$ cat src/rtl/lj_audio_pkg.sv
package lj_audio_pkg;
  typedef enum logic {
    CH_LEFT  = 1'b0,
    CH_RIGHT = 1'b1
  } lj_chan_e;
endpackage

$ cat src/rtl/lj_sync.sv
module lj_sync #(
  parameter int W      = 1,
  parameter int STAGES = 2
) (
  input  logic         clk,
  input  logic         rst_n,
  input  logic [W-1:0] d,
  output logic [W-1:0] q
);
  for (genvar b = 0; b < W; b++) begin : g_bit
    logic [STAGES-1:0] chain_q;
    always_ff @(posedge clk) begin
      if (!rst_n) chain_q <= '0;
      else        chain_q <= {chain_q[STAGES-2:0], d[b]};
    end
    assign q[b] = chain_q[STAGES-1];
  end
endmodule

$ cat src/rtl/lj_slot_tracker.sv
module lj_slot_tracker
  import lj_audio_pkg::*;
#(
  parameter int SLOT_W = 32,
  parameter int CNT_W  = $clog2(SLOT_W + 1)
) (
  input  logic             clk,
  input  logic             rst_n,
  input  logic             lrck_edge,
  input  logic             lrck_lvl,
  input  logic             sclk_rise,
  output lj_chan_e         chan,
  output logic [CNT_W-1:0] bit_cnt,
  output logic             started,
  output logic             frame_err
);
  localparam logic [CNT_W-1:0] FULL = CNT_W'(SLOT_W);

  always_ff @(posedge clk) begin
    if (!rst_n) begin
      chan      <= CH_LEFT;
      bit_cnt   <= '0;
      started   <= 1'b0;
      frame_err <= 1'b0;
    end else if (lrck_edge) begin
      frame_err <= started && (bit_cnt < FULL);
      bit_cnt   <= '0;
      chan      <= lj_chan_e'(lrck_lvl);
      started   <= 1'b1;
    end else begin
      frame_err <= 1'b0;
      if (sclk_rise && bit_cnt != FULL) bit_cnt <= bit_cnt + 1'b1;
    end
  end
endmodule

$ cat src/rtl/lj_rx_deser.sv
module lj_rx_deser
  import lj_audio_pkg::*;
#(
  parameter int SAMPLE_W = 16,
  parameter int CNT_W    = 6
) (
  input  logic                clk,
  input  logic                rst_n,
  input  logic                sclk_rise,
  input  logic                sdin_s,
  input  logic                started,
  input  lj_chan_e            chan,
  input  logic [CNT_W-1:0]    bit_cnt,
  output logic [SAMPLE_W-1:0] rx_left,
  output logic [SAMPLE_W-1:0] rx_right,
  output logic                rx_left_valid,
  output logic                rx_right_valid
);
  localparam logic [CNT_W-1:0] LIMIT    = CNT_W'(SAMPLE_W);
  localparam logic [CNT_W-1:0] LAST_BIT = CNT_W'(SAMPLE_W - 1);

  logic [SAMPLE_W-2:0] shift_q;
  logic [SAMPLE_W-1:0] word;
  logic                capture;
  logic                complete;

  assign word     = {shift_q, sdin_s};
  assign capture  = sclk_rise && started && (bit_cnt < LIMIT);
  assign complete = capture && (bit_cnt == LAST_BIT);

  always_ff @(posedge clk) begin
    if (!rst_n) begin
      shift_q        <= '0;
      rx_left        <= '0;
      rx_right       <= '0;
      rx_left_valid  <= 1'b0;
      rx_right_valid <= 1'b0;
    end else begin
      rx_left_valid  <= 1'b0;
      rx_right_valid <= 1'b0;
      if (capture) shift_q <= word[SAMPLE_W-2:0];
      if (complete) begin
        if (chan == CH_LEFT) begin
          rx_left       <= word;
          rx_left_valid <= 1'b1;
        end else begin
          rx_right       <= word;
          rx_right_valid <= 1'b1;
        end
      end
    end
  end
endmodule

$ cat src/rtl/lj_tx_ser.sv
module lj_tx_ser #(
  parameter int SAMPLE_W  = 16,
  parameter int SLOT_W    = 32,
  parameter int ATT_SHIFT = 2
) (
  input  logic                clk,
  input  logic                rst_n,
  input  logic                lrck_edge,
  input  logic                lrck_lvl,
  input  logic                sclk_fall,
  input  logic                loop_en,
  input  logic                tx_avail,
  input  logic [SAMPLE_W-1:0] tx_left,
  input  logic [SAMPLE_W-1:0] tx_right,
  input  logic [SAMPLE_W-1:0] rx_left,
  input  logic [SAMPLE_W-1:0] rx_right,
  output logic                sdout
);
  localparam int PAD_W = SLOT_W - SAMPLE_W;

  function automatic logic [SAMPLE_W-1:0] attenuate(input logic [SAMPLE_W-1:0] s);
    return SAMPLE_W'($signed(s) >>> ATT_SHIFT);
  endfunction

  function automatic logic [SLOT_W-1:0] pad_slot(input logic [SAMPLE_W-1:0] s);
    return SLOT_W'(s) << PAD_W;
  endfunction

  logic [SAMPLE_W-1:0] next_sample;
  logic [SLOT_W-1:0]   shreg_q;

  always_comb begin
    if (loop_en)       next_sample = attenuate(lrck_lvl ? rx_right : rx_left);
    else if (tx_avail) next_sample = lrck_lvl ? tx_right : tx_left;
    else               next_sample = '0;
  end

  always_ff @(posedge clk) begin
    if (!rst_n)         shreg_q <= '0;
    else if (lrck_edge) shreg_q <= pad_slot(next_sample);
    else if (sclk_fall) shreg_q <= {shreg_q[SLOT_W-2:0], 1'b0};
  end

  assign sdout = shreg_q[SLOT_W-1];
endmodule

$ cat src/rtl/lj_audio_slave.sv
module lj_audio_slave
  import lj_audio_pkg::*;
#(
  parameter int SAMPLE_W  = 16,
  parameter int SLOT_W    = 32,
  parameter int ATT_SHIFT = 2,
  parameter int SYNC_W    = 2
) (
  input  logic                clk,
  input  logic                rst_n,
  input  logic                sclk_in,
  input  logic                lrck_in,
  input  logic                sdin,
  output logic                sdout,
  input  logic                loop_en,
  input  logic                tx_avail,
  input  logic [SAMPLE_W-1:0] tx_left,
  input  logic [SAMPLE_W-1:0] tx_right,
  output logic [SAMPLE_W-1:0] rx_left,
  output logic [SAMPLE_W-1:0] rx_right,
  output logic                rx_left_valid,
  output logic                rx_right_valid,
  output logic                frame_err
);
  localparam int CNT_W = $clog2(SLOT_W + 1);

  logic [2:0] pins_s;
  logic       sclk_s, lrck_s, sdin_s;
  logic       sclk_d, lrck_d;
  logic       sclk_rise, sclk_fall, lrck_edge;

  lj_chan_e         chan;
  logic [CNT_W-1:0] bit_cnt;
  logic             started;

  lj_sync #(.W(3), .STAGES(SYNC_W)) u_sync (
    .clk   (clk),
    .rst_n (rst_n),
    .d     ({sdin, lrck_in, sclk_in}),
    .q     (pins_s)
  );

  assign sclk_s = pins_s[0];
  assign lrck_s = pins_s[1];
  assign sdin_s = pins_s[2];

  always_ff @(posedge clk) begin
    if (!rst_n) begin
      sclk_d <= 1'b0;
      lrck_d <= 1'b0;
    end else begin
      sclk_d <= sclk_s;
      lrck_d <= lrck_s;
    end
  end

  // serial events in the system domain, visible to the checker
  assign sclk_rise = sclk_s & ~sclk_d;
  assign sclk_fall = ~sclk_s & sclk_d;
  assign lrck_edge = lrck_s ^ lrck_d;

  lj_slot_tracker #(.SLOT_W(SLOT_W), .CNT_W(CNT_W)) u_track (
    .clk       (clk),
    .rst_n     (rst_n),
    .lrck_edge (lrck_edge),
    .lrck_lvl  (lrck_s),
    .sclk_rise (sclk_rise),
    .chan      (chan),
    .bit_cnt   (bit_cnt),
    .started   (started),
    .frame_err (frame_err)
  );

  lj_rx_deser #(.SAMPLE_W(SAMPLE_W), .CNT_W(CNT_W)) u_rx (
    .clk            (clk),
    .rst_n          (rst_n),
    .sclk_rise      (sclk_rise),
    .sdin_s         (sdin_s),
    .started        (started),
    .chan           (chan),
    .bit_cnt        (bit_cnt),
    .rx_left        (rx_left),
    .rx_right       (rx_right),
    .rx_left_valid  (rx_left_valid),
    .rx_right_valid (rx_right_valid)
  );

  lj_tx_ser #(.SAMPLE_W(SAMPLE_W), .SLOT_W(SLOT_W), .ATT_SHIFT(ATT_SHIFT)) u_tx (
    .clk       (clk),
    .rst_n     (rst_n),
    .lrck_edge (lrck_edge),
    .lrck_lvl  (lrck_s),
    .sclk_fall (sclk_fall),
    .loop_en   (loop_en),
    .tx_avail  (tx_avail),
    .tx_left   (tx_left),
    .tx_right  (tx_right),
    .rx_left   (rx_left),
    .rx_right  (rx_right),
    .sdout     (sdout)
  );
endmodule

$ cat config.mk
export PLATFORM = sky130hd
export DESIGN_NAME = lj_audio_slave
export DESIGN_NICKNAME = d
export VERILOG_FILES = /design/src/rtl/lj_audio_pkg.sv /design/src/rtl/lj_sync.sv /design/src/rtl/lj_slot_tracker.sv /design/src/rtl/lj_rx_deser.sv /design/src/rtl/lj_tx_ser.sv /design/src/rtl/lj_audio_slave.sv
export SDC_FILE = /design/constraint.sdc
export NUM_CORES = 1
export LEC_CHECK = 0
export ABC_CLOCK_PERIOD_IN_PS = 1800
export BUFFER_PORTS_ARGS = -buffer_cell sky130_fd_sc_hd__clkbuf_2
export CAP_MARGIN = 20
export CORE_MARGIN = 2
export CORE_UTILIZATION = 40
export DETAILED_ROUTE_END_ITERATION = 16
export GPL_ROUTABILITY_DRIVEN = 0
export GPL_TIMING_DRIVEN = 0
export SYNTH_ARGS = -nofsm -noshare
export SYNTH_HDL_FRONTEND = slang
export SYNTH_HIERARCHICAL = 1
export SYNTH_SLANG_ARGS = --single-unit
$ cat constraint.sdc
create_clock -name clk -period 1.8 [get_ports clk]
set_input_delay 0.45 -clock clk [delete_from_list [all_inputs] [get_ports clk]]
set_output_delay 0.45 -clock clk [all_outputs]
set_load 0.01 [all_outputs]
==> summary.md, run 1 <==
| Metric | Value |
|---|---|
| Status | completed |
| Max H-tree Level | 3 |
| Nets | 491 |
| FF/Latch Area | 1640 µm² |
| Adder-cell share of the synthesized area | 0.687% |
| Simple-Gate Fraction of Synth Area | 16.3% |
| Static leakage | 0.00174 µW |
| Clock Power Share | 39.7% |
| Initial Util | 41.5% |
| Mapped cell area | 3640 µm² |
| Initial antenna violation count | 0 |
| Rel. slew slack | 65.7% |
| Yosys reg bits | 82 |
| RR Startpoint | u_sync/g_bit[0].chain_q[1] |
| Layout area overhead | 20.2% |
| Drt wl/cell | 14.4 µm |
| Util after Layout | 49.9% |
| Post-CTS Hold Buffers | 0 |
| Main synth FF type | dfxtp_1 |
| Crit Path Class | register to register |
| Hold Path Cell Cnt | 2 |
| R2r endpoint | u_rx/rx_left[13] |
| RSZ-0062 raised after global routing | no |
| CP Max Fanout | 10 |
| Vias in the first global route | 2,623 |
| Worst vdd ir | 0.319 mV |
| Chip height | 99.4 µm |
| Int Power | 2650 µW |
| Area contributors post-synth | dfxtp_1 45%, mux2i_1 22%, nand2_1 8.7% |
| Worst min-delay path category | input pin to register |
| Final Setup Violations | 0 |
| Hold Violations, Final | 0 |
| Worst reg-to-reg setup slack | 0.11 ns |
| Post-synth top area cell | dfxtp_1 |
| # IOs | 75 |
| Post-synthesis async set-or-reset flop share | 0% |
| Mapped Cells | 365 |
| Crit path DAT | 1.96 ns |
| Layout cells sized above 1 | 25.1% |
| Clock slew at reported path FFs | 0.08 ns |
| Post-synth EDFFs | 0 |
| Setup Skew | 0.00963 ns |
| Core Area | 8760 µm² |
| Slowest CP cell | dfxtp_1 |
| MaxCap Viol Count | 0 |
| Reg power frac | 54.0% |
| Hold worst-path end | u_sync/g_bit[0].chain_q[0] |
| Max Slew Vio Count | 0 |
| Most numerous cell in the Yosys netlist | nand2_1 |
| Drt first-iter violations | 71 |
| Startpoint Class | register |
| Setup TNS | 0 ns |
| Post-Route WL | 8130 µm |
| Crit path largest cell delay | 0.31 ns |
| Sequential share of the synthesized area | 45.1% |
| Routed Antenna Nets | 0 |
| First-pass GRT wire length | 12,900 µm |
| # fillers | 834 |
| Multi-input logic area | 1820 µm² |
| Pin count of the biggest net entering global routing | 18 |
| Port Buffer Count | 74 |
| CTS Buf Count | 9 |
| Grt ovf | 0 |
| Ys Warns | 6 |
| Crit path time final | 1.69 ns |
| Fraction of synthesized area in multiplexers | 22.0% |
| Post-synth top cells | 84 x nand2_1, 82 x dfxtp_1, 80 x mux2i_1 |
| WHS | 0.294 ns |
| Power per cell area | 779 nW/µm² |
| CTS tree | yes |
| Clock latency on the worst-skew pair | 0.35 ns |
| Avg Inst Size Synth | 9.98 µm² |
| Critical path cell sequence | buf_4, nor2b_4, and4bb_1, buf_6, and3_4, buf_12, mux2i_1 |
| Yosys top cell area share | 45.1% |
| # clock sinks | 82 |
| Drt drc | 0 |
| Sw frac | 22.3% |
| Synth cell types | 40 |
| Crit path capture type | register |
| DP HPWL | 6020 µm |
| GRT Overall Usage | 16.6% |
| Synth Area in Compound Gates | 9.28% |
| Worst slew pin tran | 0.514 ns |
| Syn Nets | 406 |
| Crit share post-route | 93.9% |
| Root Buffer Master | clkbuf_8 |
| Main combinational cell family by area after synthesis | multiplexers |
| Die area | 9880 µm² |
| Rows | 34 |
| Clock tree buffer depth | 2 |
| Ant. Diodes | 0 |
| Achievable frequency | 592 MHz |
| Die W | 99.4 µm |
| Total number of vias | 2,783 |
| Hold path startpoint | sclk_in |
| NetSw | 761 µW |
| Combinational power share | 6.3% |
| Req. time, crit path | 2.07 ns |
| Vias per cell | 4.94 |
| Worst R2R Path Depth | 7 |
| Post-synthesis xor/xnor area fraction | 0.962% |
| TritonRoute pass-1 iters | 4 |
-- cell families (layout without fill, tap and decap cells) --
family,count (synthesis),after routing
simple gates,120,120
flops,82,82
mux,80,80
xor+xnor,4,4
fa+ha+maj,2,2
compound gates,48,48
buf+inv,29,119
-- cell usage in the layout, fill, tap and decap left out, types with 2 or more instances in the layout --
| cell type | n |
|---|---|
| clkinvlp_4 | 2 |
| nand2_1 | 84 |
| buf_6 | 4 |
| xor2_1 | 3 |
| nor2b_1 | 3 |
| and2_1 | 8 |
| clkbuf_2 | 75 |
| o21ai_0 | 5 |
| o22a_1 | 12 |
| nor2_1 | 5 |
| o22ai_1 | 3 |
| or2_1 | 3 |
| buf_2 | 2 |
| clkbuf_1 | 9 |
| nand2b_1 | 2 |
| clkbuf_8 | 11 |
| a21boi_0 | 15 |
| nand3_1 | 2 |
| ha_1 | 2 |
| mux2i_1 | 80 |
| inv_1 | 3 |
| o21ai_1 | 8 |
| dfxtp_1 | 82 |
| buf_4 | 9 |
-- worst max-delay path: cells and delay by family (launching register included) --
kind,cells,cell delay [ns]
simple gates,3,0.70
mux,1,0.18
buf+inv,3,0.41
flops,1,0.31
-- power groups by stage --
stage / logic [µW] / registers, µW / clock network [µW]
after global routing: 235 / 1840 / 1460
after detailed placement: 212 / 1880 / 0
after global placement: 207 / 1880 / 0
after floorplan: 130 / 1880 / 0
final: 214 / 1840 / 1350
after CTS: 214 / 1840 / 1390
-- through the flow --
stage / total power [µW] / setup WS [ns] / cell area, µm² / cells
5_1_grt: 3540 / 0.0170 / 4380 / 563
3_3_place_gp: 2090 / -0.254 / 4150 / 547
3_5_place_dp: 2090 / -0.249 / 4150 / 547
6_report: 3410 / 0.110 / 4380 / 563
4_1_cts: 3450 / 0.0249 / 4370 / 563
2_1_floorplan: 2010 / 0.0957 / 3640 / 365
-- how the worst max path moves through the flow --
stage | to | cells past startpoint | from
CTS | u_rx/rx_left[7] | 8 | u_sync/g_bit[0].chain_q[1]
finish | u_rx/rx_left[13] | 7 | u_sync/g_bit[0].chain_q[1]
global route | u_rx/rx_left[13] | 7 | u_sync/g_bit[0].chain_q[1]
floorplan | u_rx/rx_left[10] | 8 | u_sync/g_bit[0].chain_q[1]
detailed placement | u_tx/shreg_q[16] | 5 | u_sync/g_bit[1].chain_q[1]
global placement | u_tx/shreg_q[16] | 5 | u_sync/g_bit[1].chain_q[1]
-- final cells by class --
class / count / area share (%)
Clock buffer: 12 / 3.55
Tap cell: 108 / 3.09
Multi-Input combinational cell: 254 / 41.6
Timing Repair Buffer: 75 / 8.64
Sequential cell: 82 / 37.5
Clock inverter: 4 / 1.14
Buffer: 25 / 4.23
Inverter: 3 / 0.257
-- metal layers --
metal / track usage [%] / routed length (µm)
met1: 21.1 / 3880
met2: 27.7 / 3830
met3: 2.60 / 276
met4: 7.59 / 145
met5: 0 / 0
-- registers in the layout, indices dropped and copies added (netlist names) --
name	cells
u_rx/rx_left	16
u_track/started	1
u_sync/g_bit.chain_q	6
u_rx/rx_right	16
u_track/bit_cnt	6
u_tx/shreg_q	16
sclk_d	1
u_rx/rx_left_valid	1
lrck_d	1
u_track/chan	1
u_rx/shift_q	15
u_rx/rx_right_valid	1
u_track/frame_err	1
-- what timing repair did --
| action | in CTS | in global routing |
|---|---|---|
| pin swaps | 0 | 0 |
| setup endpoints to repair | 53 | 21 |
| buffers inserted | 0 | 1 |
| gates resized for setup | 3 | 3 |
Power figures use the tool's default switching activity.
==> run 2: changes to the inputs <==
--- a/config.mk
+++ b/config.mk
@@ -13,6 +13,7 @@
 export DETAILED_ROUTE_END_ITERATION = 16
 export GPL_ROUTABILITY_DRIVEN = 0
 export GPL_TIMING_DRIVEN = 0
+export PLACE_DENSITY = 0.65
 export SYNTH_ARGS = -nofsm -noshare
 export SYNTH_HDL_FRONTEND = slang
 export SYNTH_HIERARCHICAL = 1
==> summary.md, run 2 (synthesis results as in run 1) <==
| Metric | Value |
|---|---|
| Die W | 99.4 µm (unchanged) |
| GRT Overall Usage | 16.8% (+0.26 points) |
| Core Area | 8760 µm² (unchanged) |
| CTS Buf Count | 9 (unchanged) |
| Rel. slew slack | 65.7% (about the same) |
| CTS tree | yes |
| Achievable frequency | 607 MHz (+2.5%) |
| Most used cell, CP | buf_6 |
| MaxCap Viol Count | 0 (unchanged) |
| Worst min-delay path category | input pin to register |
| Final Cell Area | 4360 µm² (-0.46%) |
| Chip height | 99.4 µm (unchanged) |
| Multi-input logic area | 1820 µm² (unchanged) |
| Initial Util | 41.5% (unchanged) |
| TritonRoute pass-1 iters | 4 (unchanged) |
| # IOs | 75 (unchanged) |
| Clock slew at reported path FFs | 0.08 ns (about the same) |
| Status | completed |
| Critical path cell sequence | buf_4, nor2b_4, and4bb_1, buf_6, and3_4, buf_6, mux2i_1 |
| Crit path capture type | register |
| Crit Path Class | register to register |
| Clock latency on the worst-skew pair | 0.35 ns (about the same) |
| Worst vdd ir | 0.415 mV (+30%) |
| Root Buffer Master | clkbuf_8 |
| Crit path DAT | 1.92 ns (-0.04 ns) |
| Layout cells sized above 1 | 25.1% (unchanged) |
| Initial antenna violation count | 0 (unchanged) |
| Commonest non-fill, non-tap cells in the layout | 84 x nand2_1, 82 x dfxtp_1, 80 x mux2i_1 |
| Rows | 34 (unchanged) |
| Startpoint Class | register |
| Drt drc | 0 (unchanged) |
| Dpl cell area | 4150 µm² (unchanged) |
| Crit share post-route | 91.6% (-2.3 points) |
| Final Setup Violations | 0 (unchanged) |
| Final cell count without fillers | 563 (unchanged) |
| Worst slew pin tran | 0.514 ns (+0.000160 ns) |
| Max Slew Vio Count | 0 (unchanged) |
| Largest delay contributor family on the critical path | simple AND/OR/NAND/NOR gates |
| Total number of vias | 2,806 (+0.83%) |
| Pin count of the biggest net entering global routing | 18 (unchanged) |
| Slowest CP cell | dfxtp_1 |
| Max H-tree Level | 3 (unchanged) |
| Hold Violations, Final | 0 (unchanged) |
| Crit path largest cell delay | 0.31 ns (about the same) |
| DP HPWL | 6180 µm (+2.6%) |
| Layout area overhead | 19.6% |
| First-pass GRT wire length | 13,100 µm (+2.1%) |
| Crit path time final | 1.65 ns (-0.0418 ns) |
| # clock sinks | 82 (unchanged) |
| Routed Antenna Nets | 0 (unchanged) |
| Nets | 491 (unchanged) |
| Req. time, crit path | 2.07 ns (about the same) |
| CP Max Fanout | 16 (+6) |
| Die area | 9880 µm² (unchanged) |
| Static leakage | 0.00173 µW (-0.70%) |
| Clock tree buffer depth | 2 (unchanged) |
| WHS | 0.298 ns (+0.00426 ns) |
| Port Buffer Count | 74 (unchanged) |
| # fillers | 824 (-1.2%) |
| Largest regs | u_rx/rx_left (16), u_rx/rx_right (16), u_tx/shreg_q (16) |
| Power per cell area | 770 nW/µm² (-1.1%) |
| RSZ-0062 raised after global routing | no |
| Place WS | -0.266 ns (-0.0175 ns) |
| Ant. Diodes | 0 (unchanged) |
| Crit path buffers/inverters | 3 (unchanged) |
| Vias in the first global route | 2,769 (+5.6%) |
| Inst Count DP | 547 (unchanged) |
| FF/Latch Area | 1640 µm² (unchanged) |
| Worst Slack Setup Final | 0.152 ns (+0.0418 ns) |
| Post-Route WL | 8150 µm (+0.26%) |
| Vias per cell | 4.98 (+0.83%) |
| Drt wl/cell | 14.5 µm (+0.26%) |
| Most common library cell in the layout ignoring fill and taps | nand2_1 |
| Drt first-iter violations | 99 (+39%) |
| Grt ovf | 0 (unchanged) |
| Setup Skew | 0.00686 ns (-0.00277 ns) |
run 2: cell count changes in the layout (fill, tap and decap cells not counted):
cell / delta
clkbuf_8: -2
buf_12: -1
buf_6: +1
clkinvlp_4: +1
inv_6: +1
run 2: path summary, 6_finish.rpt:
path	to	from	slack (ns)	depth (start not counted)
worst min-delay path	u_sync/g_bit[0].chain_q[0]	sclk_in	0.30	2
worst max-delay path	u_rx/rx_left[12]	u_sync/g_bit[0].chain_q[1]	0.15	7
worst max register to register	u_rx/rx_left[12]	u_sync/g_bit[0].chain_q[1]	0.15	7
worst min register to register	u_sync/g_bit[2].chain_q[1]	u_sync/g_bit[2].chain_q[0]	0.44	1
run 2: routing by layer:
layer	share of wire, %	GRT usage (%)
met1	44	20.5
met2	50	29.3
met3	4.0	2.81
met4	1.9	7.17
met5	0	0
run 2: metrics by stage:
| step | TNS, ns | utilization (%) | total power, µW |
|---|---|---|---|
| 5_1_grt | 0 | 49.7 | 3500 |
| 6_report | 0 | 49.7 | 3360 |
| 2_1_floorplan | 0 | - | 2010 |
| 3_5_place_dp | -8.41 | 47.3 | 2090 |
| 4_1_cts | 0 | 49.8 | 3390 |
| 3_3_place_gp | -5.07 | 47.3 | 2090 |
run 2: final cells by class:
type | count | area share (%)
Inverter | 3 | 0.259
Sequential cell | 82 | 37.7
Multi-Input combinational cell | 254 | 41.8
Buffer | 25 | 4.05
Timing Repair Buffer | 75 | 8.68
Tap cell | 108 | 3.10
Clock buffer | 10 | 2.93
Clock inverter | 6 | 1.52
run 2: repair_timing:
| item | 4_1_cts | 5_1_grt |
|---|---|---|
| pin swaps | 0 | 1 |
| resized for setup | 3 | 3 |
| setup endpoints to repair | 53 | 23 |
| buffers inserted | 1 | 0 |
| hold buffers | 0 | 0 |
run 2: where the power goes:
group	leakage, µW	internal [µW]	switching [µW]	total, µW
clock network	0.0000889	643	659	1300
logic	0.000977	103	111	214
registers	0.000662	1830	9.80	1840
